==> src/rtl/mpb_pkg.sv <==
package mpb_pkg;

    localparam int unsigned MPB_PLANE_W   = 3;
    localparam int unsigned MPB_MAX_PLANE = 6;

    typedef enum logic [2:0] {
        ST_IDLE,
        ST_MASK,
        ST_SRC,
        ST_BG,
        ST_WR,
        ST_FIN
    } mpb_state_e;

    // Plane counts above the supported maximum are clipped to it.
    function automatic logic [MPB_PLANE_W-1:0] clamp_planes(input logic [MPB_PLANE_W-1:0] p);
        if (p > MPB_PLANE_W'(MPB_MAX_PLANE))
            return MPB_PLANE_W'(MPB_MAX_PLANE);
        return p;
    endfunction

endpackage

==> src/rtl/mpb_merge.sv <==
module mpb_merge #(
    parameter int unsigned DW = 16
) (
    input  logic [DW-1:0] mask,
    input  logic [DW-1:0] src,
    input  logic [DW-1:0] bg,
    output logic [DW-1:0] result
);
    always_comb begin
        result = (mask & src) | (~mask & bg);
    end
endmodule

==> src/rtl/mpb_seq.sv <==
module mpb_seq
    import mpb_pkg::*;
#(
    parameter int unsigned WW = 8,
    parameter int unsigned HW = 8
) (
    input  logic                   clk,
    input  logic                   rst,
    input  logic                   start,
    input  logic [WW-1:0]          cfg_w,
    input  logic [HW-1:0]          cfg_h,
    input  logic [MPB_PLANE_W-1:0] cfg_p,
    input  logic                   cfg_fixed,
    input  logic                   gnt,
    output mpb_state_e             state,
    output logic                   busy,
    output logic                   done,
    output logic                   fixed_q,
    output logic                   load,
    output logic                   ev_plane,
    output logic                   ev_col,
    output logic                   ev_row
);
    logic [WW-1:0]          w_q, col_q;
    logic [HW-1:0]          h_q, row_q;
    logic [MPB_PLANE_W-1:0] p_q, pl_q;
    logic                   last_p, last_c, last_r, wr_go;
    mpb_state_e             col_entry;

    always_comb begin
        last_p    = (pl_q == p_q - MPB_PLANE_W'(1));
        last_c    = (col_q == w_q - WW'(1));
        last_r    = (row_q == h_q - HW'(1));
        wr_go     = (state == ST_WR) && gnt;
        load      = (state == ST_IDLE) && start;
        ev_plane  = wr_go && !last_p;
        ev_col    = wr_go && last_p && !last_c;
        ev_row    = wr_go && last_p && last_c && !last_r;
        busy      = (state != ST_IDLE);
        col_entry = fixed_q ? ST_SRC : ST_MASK;
    end

    always_ff @(posedge clk) begin
        if (rst) begin
            state   <= ST_IDLE;
            done    <= 1'b0;
            fixed_q <= 1'b0;
            w_q     <= '0;
            h_q     <= '0;
            p_q     <= '0;
            col_q   <= '0;
            row_q   <= '0;
            pl_q    <= '0;
        end else begin
            done <= 1'b0;
            case (state)
                ST_IDLE: begin
                    if (start) begin
                        w_q     <= cfg_w;
                        h_q     <= cfg_h;
                        p_q     <= cfg_p;
                        fixed_q <= cfg_fixed;
                        col_q   <= '0;
                        row_q   <= '0;
                        pl_q    <= '0;
                        if (cfg_w == '0 || cfg_h == '0 || cfg_p == '0)
                            state <= ST_FIN;
                        else
                            state <= cfg_fixed ? ST_SRC : ST_MASK;
                    end
                end
                ST_MASK: if (gnt) state <= ST_SRC;
                ST_SRC:  if (gnt) state <= ST_BG;
                ST_BG:   if (gnt) state <= ST_WR;
                ST_WR: begin
                    if (gnt) begin
                        if (!last_p) begin
                            pl_q  <= pl_q + MPB_PLANE_W'(1);
                            state <= ST_SRC;
                        end else begin
                            pl_q <= '0;
                            if (!last_c) begin
                                col_q <= col_q + WW'(1);
                                state <= col_entry;
                            end else begin
                                col_q <= '0;
                                if (!last_r) begin
                                    row_q <= row_q + HW'(1);
                                    state <= col_entry;
                                end else begin
                                    state <= ST_FIN;
                                end
                            end
                        end
                    end
                end
                ST_FIN: begin
                    state <= ST_IDLE;
                    done  <= 1'b1;
                end
                default: state <= ST_IDLE;
            endcase
        end
    end
endmodule

==> src/rtl/mpb_ptr.sv <==
module mpb_ptr
    import mpb_pkg::*;
#(
    parameter int unsigned AW = 16,
    parameter int unsigned WW = 8
) (
    input  logic                   clk,
    input  logic                   rst,
    input  logic                   load,
    input  logic [AW-1:0]          src_base,
    input  logic [AW-1:0]          msk_base,
    input  logic [AW-1:0]          dst_base,
    input  logic [AW-1:0]          src_mod,
    input  logic [AW-1:0]          msk_mod,
    input  logic [AW-1:0]          dst_mod,
    input  logic [WW-1:0]          cfg_w,
    input  logic [MPB_PLANE_W-1:0] cfg_p,
    input  logic                   ev_plane,
    input  logic                   ev_col,
    input  logic                   ev_row,
    input  mpb_state_e             state,
    output logic [AW-1:0]          addr
);
    // Strides between plane lines, spans between image rows.
    logic [AW-1:0] s_str, d_str, m_str, s_span, d_span;
    logic [AW-1:0] s_row, d_row, m_row;
    logic [AW-1:0] s_col, d_col;
    logic [AW-1:0] s_cur, d_cur, m_cur;

    always_ff @(posedge clk) begin
        if (rst) begin
            s_str <= '0; d_str <= '0; m_str <= '0;
            s_span <= '0; d_span <= '0;
            s_row <= '0; d_row <= '0; m_row <= '0;
            s_col <= '0; d_col <= '0;
            s_cur <= '0; d_cur <= '0; m_cur <= '0;
        end else if (load) begin
            s_str  <= AW'(cfg_w) + src_mod;
            d_str  <= AW'(cfg_w) + dst_mod;
            m_str  <= AW'(cfg_w) + msk_mod;
            s_span <= AW'(cfg_p) * (AW'(cfg_w) + src_mod);
            d_span <= AW'(cfg_p) * (AW'(cfg_w) + dst_mod);
            s_row  <= src_base; s_col <= src_base; s_cur <= src_base;
            d_row  <= dst_base; d_col <= dst_base; d_cur <= dst_base;
            m_row  <= msk_base; m_cur <= msk_base;
        end else if (ev_plane) begin
            s_cur <= s_cur + s_str;
            d_cur <= d_cur + d_str;
        end else if (ev_col) begin
            s_col <= s_col + AW'(1);
            s_cur <= s_col + AW'(1);
            d_col <= d_col + AW'(1);
            d_cur <= d_col + AW'(1);
            m_cur <= m_cur + AW'(1);
        end else if (ev_row) begin
            s_row <= s_row + s_span;
            s_col <= s_row + s_span;
            s_cur <= s_row + s_span;
            d_row <= d_row + d_span;
            d_col <= d_row + d_span;
            d_cur <= d_row + d_span;
            m_row <= m_row + m_str;
            m_cur <= m_row + m_str;
        end
    end

    always_comb begin
        case (state)
            ST_MASK:      addr = m_cur;
            ST_SRC:       addr = s_cur;
            ST_BG, ST_WR: addr = d_cur;
            default:      addr = '0;
        endcase
    end
endmodule

==> src/rtl/mplane_cookie_blit.sv <==
module mplane_cookie_blit
    import mpb_pkg::*;
#(
    parameter int unsigned ADDR_W   = 16,
    parameter int unsigned DATA_W   = 16,
    parameter int unsigned WIDTH_W  = 8,
    parameter int unsigned HEIGHT_W = 8
) (
    input  logic                   clk,
    input  logic                   rst,
    input  logic                   start,
    input  logic                   fixed_mode,
    input  logic [WIDTH_W-1:0]     width_words,
    input  logic [HEIGHT_W-1:0]    height_rows,
    input  logic [MPB_PLANE_W-1:0] plane_cnt,
    input  logic [ADDR_W-1:0]      src_base,
    input  logic [ADDR_W-1:0]      msk_base,
    input  logic [ADDR_W-1:0]      dst_base,
    input  logic [ADDR_W-1:0]      src_mod,
    input  logic [ADDR_W-1:0]      msk_mod,
    input  logic [ADDR_W-1:0]      dst_mod,
    input  logic [DATA_W-1:0]      fixed_mask,
    output logic                   mem_req,
    output logic                   mem_we,
    output logic [ADDR_W-1:0]      mem_addr,
    output logic [DATA_W-1:0]      mem_wdata,
    input  logic                   mem_gnt,
    input  logic [DATA_W-1:0]      mem_rdata,
    output logic                   busy,
    output logic                   done
);
    mpb_state_e             state;
    logic                   fixed_q, load, ev_plane, ev_col, ev_row;
    logic [MPB_PLANE_W-1:0] planes_eff;
    logic [DATA_W-1:0]      fmask_q, mask_q, src_q, bg_q, mask_use;

    always_comb planes_eff = clamp_planes(plane_cnt);

    mpb_seq #(.WW(WIDTH_W), .HW(HEIGHT_W)) seq_i (
        .clk(clk), .rst(rst), .start(start),
        .cfg_w(width_words), .cfg_h(height_rows), .cfg_p(planes_eff),
        .cfg_fixed(fixed_mode), .gnt(mem_gnt),
        .state(state), .busy(busy), .done(done), .fixed_q(fixed_q),
        .load(load), .ev_plane(ev_plane), .ev_col(ev_col), .ev_row(ev_row)
    );

    mpb_ptr #(.AW(ADDR_W), .WW(WIDTH_W)) ptr_i (
        .clk(clk), .rst(rst), .load(load),
        .src_base(src_base), .msk_base(msk_base), .dst_base(dst_base),
        .src_mod(src_mod), .msk_mod(msk_mod), .dst_mod(dst_mod),
        .cfg_w(width_words), .cfg_p(planes_eff),
        .ev_plane(ev_plane), .ev_col(ev_col), .ev_row(ev_row),
        .state(state), .addr(mem_addr)
    );

    // Held data words: mask cached per column, source and background per plane.
    always_ff @(posedge clk) begin
        if (rst) begin
            fmask_q <= '0;
            mask_q  <= '0;
            src_q   <= '0;
            bg_q    <= '0;
        end else begin
            if (load)                         fmask_q <= fixed_mask;
            if (state == ST_MASK && mem_gnt)  mask_q  <= mem_rdata;
            if (state == ST_SRC  && mem_gnt)  src_q   <= mem_rdata;
            if (state == ST_BG   && mem_gnt)  bg_q    <= mem_rdata;
        end
    end

    always_comb begin
        mask_use = fixed_q ? fmask_q : mask_q;
        mem_req  = (state == ST_MASK) || (state == ST_SRC) ||
                   (state == ST_BG)   || (state == ST_WR);
        mem_we   = (state == ST_WR);
    end

    mpb_merge #(.DW(DATA_W)) merge_i (
        .mask(mask_use), .src(src_q), .bg(bg_q), .result(mem_wdata)
    );
endmodule

==> config.mk <==
export PLATFORM = sky130hd
export DESIGN_NAME = mplane_cookie_blit
export DESIGN_NICKNAME = d
export VERILOG_FILES = /design/src/rtl/mpb_pkg.sv /design/src/rtl/mpb_merge.sv /design/src/rtl/mpb_seq.sv /design/src/rtl/mpb_ptr.sv /design/src/rtl/mplane_cookie_blit.sv
export SDC_FILE = /design/constraint.sdc
export NUM_CORES = 1
export LEC_CHECK = 0
export ABC_AREA = 1
export BUFFER_PORTS_ARGS = -buffer_cell sky130_fd_sc_hd__buf_2
export CAP_MARGIN = 20
export CELL_PAD_IN_SITES_DETAIL_PLACEMENT = 1
export CELL_PAD_IN_SITES_GLOBAL_PLACEMENT = 2
export CORE_MARGIN = 2
export CORE_UTILIZATION = 30
export CTS_CLUSTER_SIZE = 20
export DETAILED_ROUTE_END_ITERATION = 10
export GPL_TIMING_DRIVEN = 0
export PLACE_DENSITY = 0.79
export SLEW_MARGIN = 20
export SYNTH_ARGS = -nofsm -noshare
export SYNTH_HDL_FRONTEND = slang
export SYNTH_HIERARCHICAL = 1
export SYNTH_SLANG_ARGS = --single-unit
export TNS_END_PERCENT = 30
==> constraint.sdc <==
create_clock -name clk -period 10.5 [get_ports clk]
set_input_delay 2.625 -clock clk [delete_from_list [all_inputs] [get_ports clk]]
set_output_delay 2.625 -clock clk [all_outputs]
set_load 0.005 [all_outputs]
Word-level counts from Yosys, hierarchy flattened
Cells that the tools add are included.
{"block": "classes", "n_addsub": 17, "mul": 2, "n_lt_le_gt_ge": 1, "eq_ne": 18, "n_mux": 57, "bitwise_logic": 4, "n_reduce_logical": 35}
{"operator": "two-way mux 16 bit", "n": 26}
{"operator": "adder 16 bit", "n": 5}
{"operator": "two-way mux 8 bit", "n": 8}
{"operator": "adder 16 x 1 -> 16 bit (second input constant)", "n": 3}
{"operator": "adder 8 x 16 -> 16 bit", "n": 3}
{"operator": "one-hot mux 16 bit (3 select lines)", "n": 1}
{"operator": "two-way mux 3 bit", "n": 14}
{"operator": "bitwise AND 16 bit", "n": 2}
{"operator": "multiplier 3 x 16 -> 16 bit", "n": 2}
{"operator": "one-hot mux 8 bit (2 select lines)", "n": 2}
{"operator": "adder 8 x 1 -> 8 bit (second input constant)", "n": 2}
{"operator": "== test 8 bit", "n": 2}
{"operator": "zero test 8 bit", "n": 2}
{"operator": "NOT 16 bit", "n": 1}
{"operator": "bitwise OR 16 bit", "n": 1}
{"operator": "subtractor 8 x 1 -> 8 bit (second input constant)", "n": 2}
{"operator": "one-hot mux 3 bit (5 select lines)", "n": 1}
{"operator": "!= test 2 bit (second input constant)", "n": 7}
{"operator": "logical AND 1 bit", "n": 10}
{"operator": "== test 3 x 2 -> 1 bit (second input constant)", "n": 2}
{"operator": "== test 3 bit (second input constant)", "n": 2}
{"operator": "zero test 3 bit", "n": 2}
{"operator": "!= test 2 x 1 -> 1 bit (second input constant)", "n": 3}
{"operator": "one-hot mux 3 bit (2 select lines)", "n": 1}
{"operator": "18 further kinds", "n": 30}
{"block": "totals", "reg_bits": 315, "output_inout_bits": 36}

Logic depth before layout (Yosys ltp)
{"block": "logic_depth", "ltp_word": 9, "mapped_depth": 24, "mapped_depth_nobuf": 24}

By module
The synthesis kept the hierarchy.
{"mod": "mpb_ptr", "n_inst": 1, "cells_per_inst": 2670, "area_per_inst_um2": 17481.8, "seq_area_each_um2": 4164.0}
{"mod": "mplane_cookie_blit", "n_inst": 1, "cells_per_inst": 381, "area_per_inst_um2": 2773.9, "seq_area_each_um2": 1281.2}
{"mod": "mpb_seq", "n_inst": 1, "cells_per_inst": 431, "area_per_inst_um2": 2771.4, "seq_area_each_um2": 860.8}
{"mod": "mpb_merge", "n_inst": 1, "cells_per_inst": 64, "area_per_inst_um2": 240.2, "seq_area_each_um2": 0.0}

Least setup slack after synthesis
No wires, ideal clock.
{"block": "synth_path", "kind": "input-to-reg", "start": "input src_mod[0]", "end": "register ptr_i.s_span[12]", "setup_ns": 0.115, "t_arrival_ns": 5.746, "t_required_ns": 10.385, "path_slack_ns": 4.638, "path_stages": 17, "path_buffers": 0, "path_cell_list": "ha_1 inv_1 fa_1 xnor2_1 nand2_1 fa_1 inv_1 ha_1 inv_1 fa_1 o21ai_0 a31oi_1 nor2_1 nor2_1 xnor2_1 o21ai_0 inv_1"}
{"block": "synth_between", "elab_chain_cells": 2}
{"element": "start, declared", "line": "mplane_cookie_blit.sv:19", "text": "input logic [ADDR_W-1:0] src_mod,"}
{"element": "adder 8 x 16 -> 16 bit", "line": "mpb_ptr.sv:41", "text": "s_span <= AW'(cfg_p) * (AW'(cfg_w) + src_mod);"}
{"element": "multiplier 3 x 16 -> 16 bit", "line": "mpb_ptr.sv:41"}
{"element": "end signal, assigned", "line": "mpb_ptr.sv:41"}
{"element": "end, declared", "line": "mpb_ptr.sv:25", "text": "logic [AW-1:0] s_str, d_str, m_str, s_span, d_span;"}
No other way between the ends.
A chain may end at the register's enable or synchronous reset.

Worst setup path in the final report
{"block": "layout_path", "start": "input plane_cnt[1]", "end": "register ptr_i.d_span[12]"}
{"block": "layout_between", "elab_chain_cells": 4}
{"element": "start, declared", "line": "mplane_cookie_blit.sv:15", "text": "input logic [MPB_PLANE_W-1:0] plane_cnt,"}
{"element": "greater-than comparator 3 bit", "line": "mpb_pkg.sv:17", "text": "if (p > MPB_PLANE_W'(MPB_MAX_PLANE))"}
{"element": "two-way mux 1 bit", "line": "mpb_pkg.sv:17"}
{"element": "two-way mux 3 bit", "line": "mpb_pkg.sv:19", "text": "return p;"}
{"element": "named net planes_eff[0]", "line": "mplane_cookie_blit.sv:34", "text": "logic [MPB_PLANE_W-1:0] planes_eff;"}
{"element": "multiplier 3 x 16 -> 16 bit", "line": "mpb_ptr.sv:42", "text": "d_span <= AW'(cfg_p) * (AW'(cfg_w) + dst_mod);"}
{"element": "end signal, assigned", "line": "mpb_ptr.sv:42"}
{"element": "end, declared", "line": "mpb_ptr.sv:25"}
The timed path passes the listed nets, and every way through them passes these cells.

==> impl_summary.md <==
STA
The post-route clock skew is 0.02639 ns. Static timing analysis puts the maximum clock frequency at 0.1540 GHz. The final number of hold-violating endpoints is 0.

Setup repair after global routing left no endpoint under its margin. The transition time of the tightest slew-check pin is 1.246 ns. Measured against its own limit, the worst slew margin works out to 16.95%. The final count of pins violating max slew came to 0. The final critical path takes up 61.86% of the cycle.

The final-report setup violation count is 0. The total negative slack for setup checks is 0 ns. The shortest clock period the worst path allows after layout is 6.495 ns. The worst hold slack is 0.4710 ns.

Finish
The finished layout holds 4851 standard cells, fillers aside. The design area is 0.02701 sq mm. Compared with the post-synthesis result, the final layout area differs by 16.11%. The final layout contains 4102 nets. Cells with a size suffix above 1 make up 10.71% of the layout. The final-layout fill cell count is 10020. The antenna diode instance count is 0.

Routing
In the final routed layout, each cell accounts on average for 21.89 microns. The first-pass iteration count of the detailed router is 5. The total number of vias is 25000. In this run the remaining antenna-violating nets after routing total 0. The routed design has 106200 microns of wire.

In the routed design, unresolved DRC markers number 0. The number of vias per cell after detailed routing is 5.153. The iteration-0 DRC count of the detailed router is 1555.

Setup path
The data arrival time of the critical path is 6.96 ns. The top fanout value on the critical path is 10. Walking the worst path, the cells encountered are buf_2, a21boi_0, clkbuf_1, clkbuf_1, nand2_1, fa_1, inv_1, ha_1, inv_1, fa_1, o21ai_0, a31oi_1, nor2_1, nor2_1, xor2_1, o21ai_0, inv_1.

The largest individual stage delay along the critical path comes from the cell clkbuf_1. For this run, the slowest stage of the critical path takes 0.61 ns. The critical path data required time is 10.96 ns. Together, buffers and inverters on the worst path number 6. The category of cells accounting for the largest share of critical-path delay is compound AO/OA/AOI/OAI gates. STA classifies the critical path startpoint as an input port. The type of element capturing the critical path is a flip-flop.

The worst setup path category is in -> reg. In this design, the critical path's most frequently occurring cell is inv_1.

CTS
The clock edge transition at the registers on the reported setup and hold paths is 0.06 ns. In this run the number of H-tree levels came out at 2. The insertion delay to the later sink of the worst-skew pair is 0.58 ns. The number of clock sinks is 315. The number of instances resized during post-cts repair is 0. The library cell used as clock root buffer is clkbuf_16. The number of hold buffers added after CTS is 0. The maximum clock insertion buffer count is 3. The post-CTS setup repair buffer count is 0. The number of CTS-inserted buffers is 43. The clock tree from TritonCTS is built.

Run status
The run finished with clean final reports.

Floorplanning
From bottom edge to top edge, the die measures 282.5 microns. The floorplan die area is 0.07980 sq mm. The core area is 0.07708 sq mm.

The total number of placement rows is 102. The floorplan step set the die width to 282.5 microns. The number of I/O pins is 188. The starting density of the core is 30.18%.

Power
Per report_power, the sequential group accounts for 27.6% of the total. The maximum vdd ir drop is 0.0001198 V. The internal cell power is 0.003702 W. The analysis attributes to cell leakage a power of 12.81 nW. The cell area power density is 272.7 mW/mm^2.

In this run switching power makes up 49.75% of total power. For this design the total switching power over the nets is 0.003665 W. The clock network is responsible for 21.5% of the overall power. Of the total power, combinational logic draws 50.9%.

Placement
The count of input and output buffers is 187. The number of instances in the placed design is 4773. The half-perimeter wire length after detailed placement is 84600 microns. At the end of routability-driven placement, the weighted congestion stood at 0.9329. The total placed instance area is 0.02551 sq mm.

Yosys
By area, the combinational part of the netlist is dominated by simple AND/OR/NAND/NOR gates. The area share of xor/xnor cells in the synthesized design is 4.743%. The average instance in the mapped netlist occupies 6.562 sq um.

In the synthesized netlist the dominant register cell turns out to be dfxtp_1. In the synthesized netlist the async set-or-reset flop fraction comes to 0%. The mux contribution to synthesized area is 0.7744%. After Yosys synthesis, and, or, nand and nor cells account for 29.07% of the synthesized area. In this run the cell area of the synthesized design comes to 0.02327 sq mm.

In the synthesized netlist, the number of instances is 3546. The number of library cell types mapped by synthesis is 60. The number of flops mapped to enable cells by yosys is 0.

The part of the Yosys area used for sequential elements is 27.10%. The number of warnings printed during yosys synthesis is 6. The fraction of the mapped netlist area in adder cells is 10.41%. The net count after synthesis is 3870.

The synthesized flop and latch total is 315. The share of the synthesized area in compound gates (AO/OA/AOI/OAI) is 17.92%.

GRT
The all-layer global routing usage is 26.36%. The number of antenna violations at the first check in global routing is 3. The via count of the first global-routing pass is 25380. Entering global routing, the biggest net connects 18 pins.

The remaining global-route overflow is 0. The wire length of the first global-routing pass is 157700 microns.

Job
Max-cap violations in this run came to 0.

Hold path
The min-delay analysis places its worst path in the category reg -> reg.
state kept, by name, summed over array words and instances (netlist names), 3 cells and up:
register      cells
seq_i/p_q         3
seq_i/pl_q        3
ptr_i/d_row      16
ptr_i/s_str      16
ptr_i/s_row      16
seq_i/w_q         8
bg_q             16
ptr_i/d_span     16
ptr_i/d_cur      16
ptr_i/s_col      16
src_q            16
fmask_q          16
seq_i/row_q       8
ptr_i/s_span     16
seq_i/col_q       8
ptr_i/m_str      16
seq_i/state       3
ptr_i/m_row      16
ptr_i/d_col      16
ptr_i/s_cur      16
ptr_i/m_cur      16
mask_q           16
seq_i/h_q         8
ptr_i/d_str      16
Yosys cell counts (all sizes together), types with 5 or more instances:
| library cell | instances | area (sq um) |
|---|---|---|
| nand2 | 819 | 3129 |
| inv | 452 | 1704 |
| nor2 | 402 | 1652 |
| dfxtp | 315 | 6306 |
| o21ai | 302 | 1519 |
| a21oi | 253 | 1289 |
| nand3 | 237 | 1226 |
| ha | 136 | 1702 |
| clkbuf | 89 | 334.1 |
| xor2 | 79 | 691.9 |
| a31oi | 74 | 462.9 |
| buf | 51 | 284.0 |
| xnor2 | 47 | 411.6 |
| nand4 | 46 | 294.0 |
| o211ai | 37 | 282.8 |
| fa | 36 | 720.7 |
| nor3 | 34 | 175.2 |
| mux2 | 16 | 180.2 |
| o21bai | 16 | 120.1 |
| or2 | 16 | 105.1 |
| a21o | 13 | 97.59 |
| nand3b | 10 | 78.82 |
| o22ai | 10 | 62.56 |
| a211oi | 9 | 67.56 |
| a41oi | 9 | 78.83 |
| nor4 | 8 | 50.05 |
| a221oi | 5 | 43.79 |
| o31ai | 5 | 37.54 |
per-layer routing:
layer	part of all wire [%]	track usage, %	wire, microns
met2	47	45.31	49800
met1	43	32.76	46040
met5	0	0	0
met4	5.3	12.67	5650
met3	4.4	2.949	4667
kinds of logic (layout without fill, tap and decap cells):
| kind of cell | after synthesis | after routing |
|---|---|---|
| AO/OA/AOI/OAI | 746 | 746 |
| XOR/XNOR | 126 | 126 |
| adder cells (fa/ha/maj) | 172 | 172 |
| buffers and inverters | 592 | 857 |
| flip-flops | 315 | 315 |
| multiplexers | 16 | 16 |
| AND/OR/NAND/NOR | 1579 | 1579 |
worst register-to-register path, delay by kind of cell (launching register included):
kind | cells | cell delay (ns)
buf+inv | 2 | 1.14
flops | 1 | 0.80
simple gates | 6 | 2.51
compound gates | 1 | 0.23
metrics by stage:
step	utilization, %	power (W)	setup slack (ns)
final	35.05	0.007367	4.005
after global routing	35.05	0.007872	3.529
after CTS	35.05	0.007361	4.034
after detailed placement	33.10	0.005736	3.460
after global placement	33.09	0.005697	3.486
after floorplan	-	0.004268	4.638
path summary, 6_finish.rpt:
path | startpoint | endpoint | slack, ns | cells after the start
hold / removal | ptr_i/s_row[7] | ptr_i/s_row[7] | 0.47 | 2
setup / recovery | plane_cnt[1] | ptr_i/d_span[12] | 4.00 | 17
setup reg to reg | seq_i/state[2] | ptr_i/d_row[0] | 5.75 | 9
hold reg to reg | ptr_i/s_row[7] | ptr_i/s_row[7] | 0.47 | 2
cell type report:
cell class,instances,area [sq um],area share (%)
clock buffer,58,1224,4.530
clock inverter,20,279.0,1.033
multi-input combinational,2639,14650,54.21
timing repair buffer,187,935.9,3.464
inverter,452,1704,6.308
tap,1040,1301,4.817
sequential,315,6306,23.34
buffer,140,619.3,2.293
cell usage in the layout, fill, tap and decap left out, drive strengths merged, types with 47 or more instances in the layout:
master | synthesis | final
ha | 136 | 136
nor2 | 402 | 402
xnor2 | 47 | 47
nand3 | 237 | 237
a21oi | 253 | 253
inv | 452 | 454
dfxtp | 315 | 315
a31oi | 74 | 74
o21ai | 302 | 302
nand2 | 819 | 819
xor2 | 79 | 79
clkbuf | 89 | 147
buf | 51 | 238
power groups by stage:
stage / sequential, W / combinational [W] / clock [W]
5_1_grt: 0.00206 / 0.00415 / 0.00166
3_5_place_dp: 0.00205 / 0.00369 / 0
2_1_floorplan: 0.00181 / 0.00246 / 0
3_3_place_gp: 0.00204 / 0.00365 / 0
6_report: 0.00203 / 0.00375 / 0.00158
4_1_cts: 0.00203 / 0.00371 / 0.00162
Power figures use the tool's default switching activity.
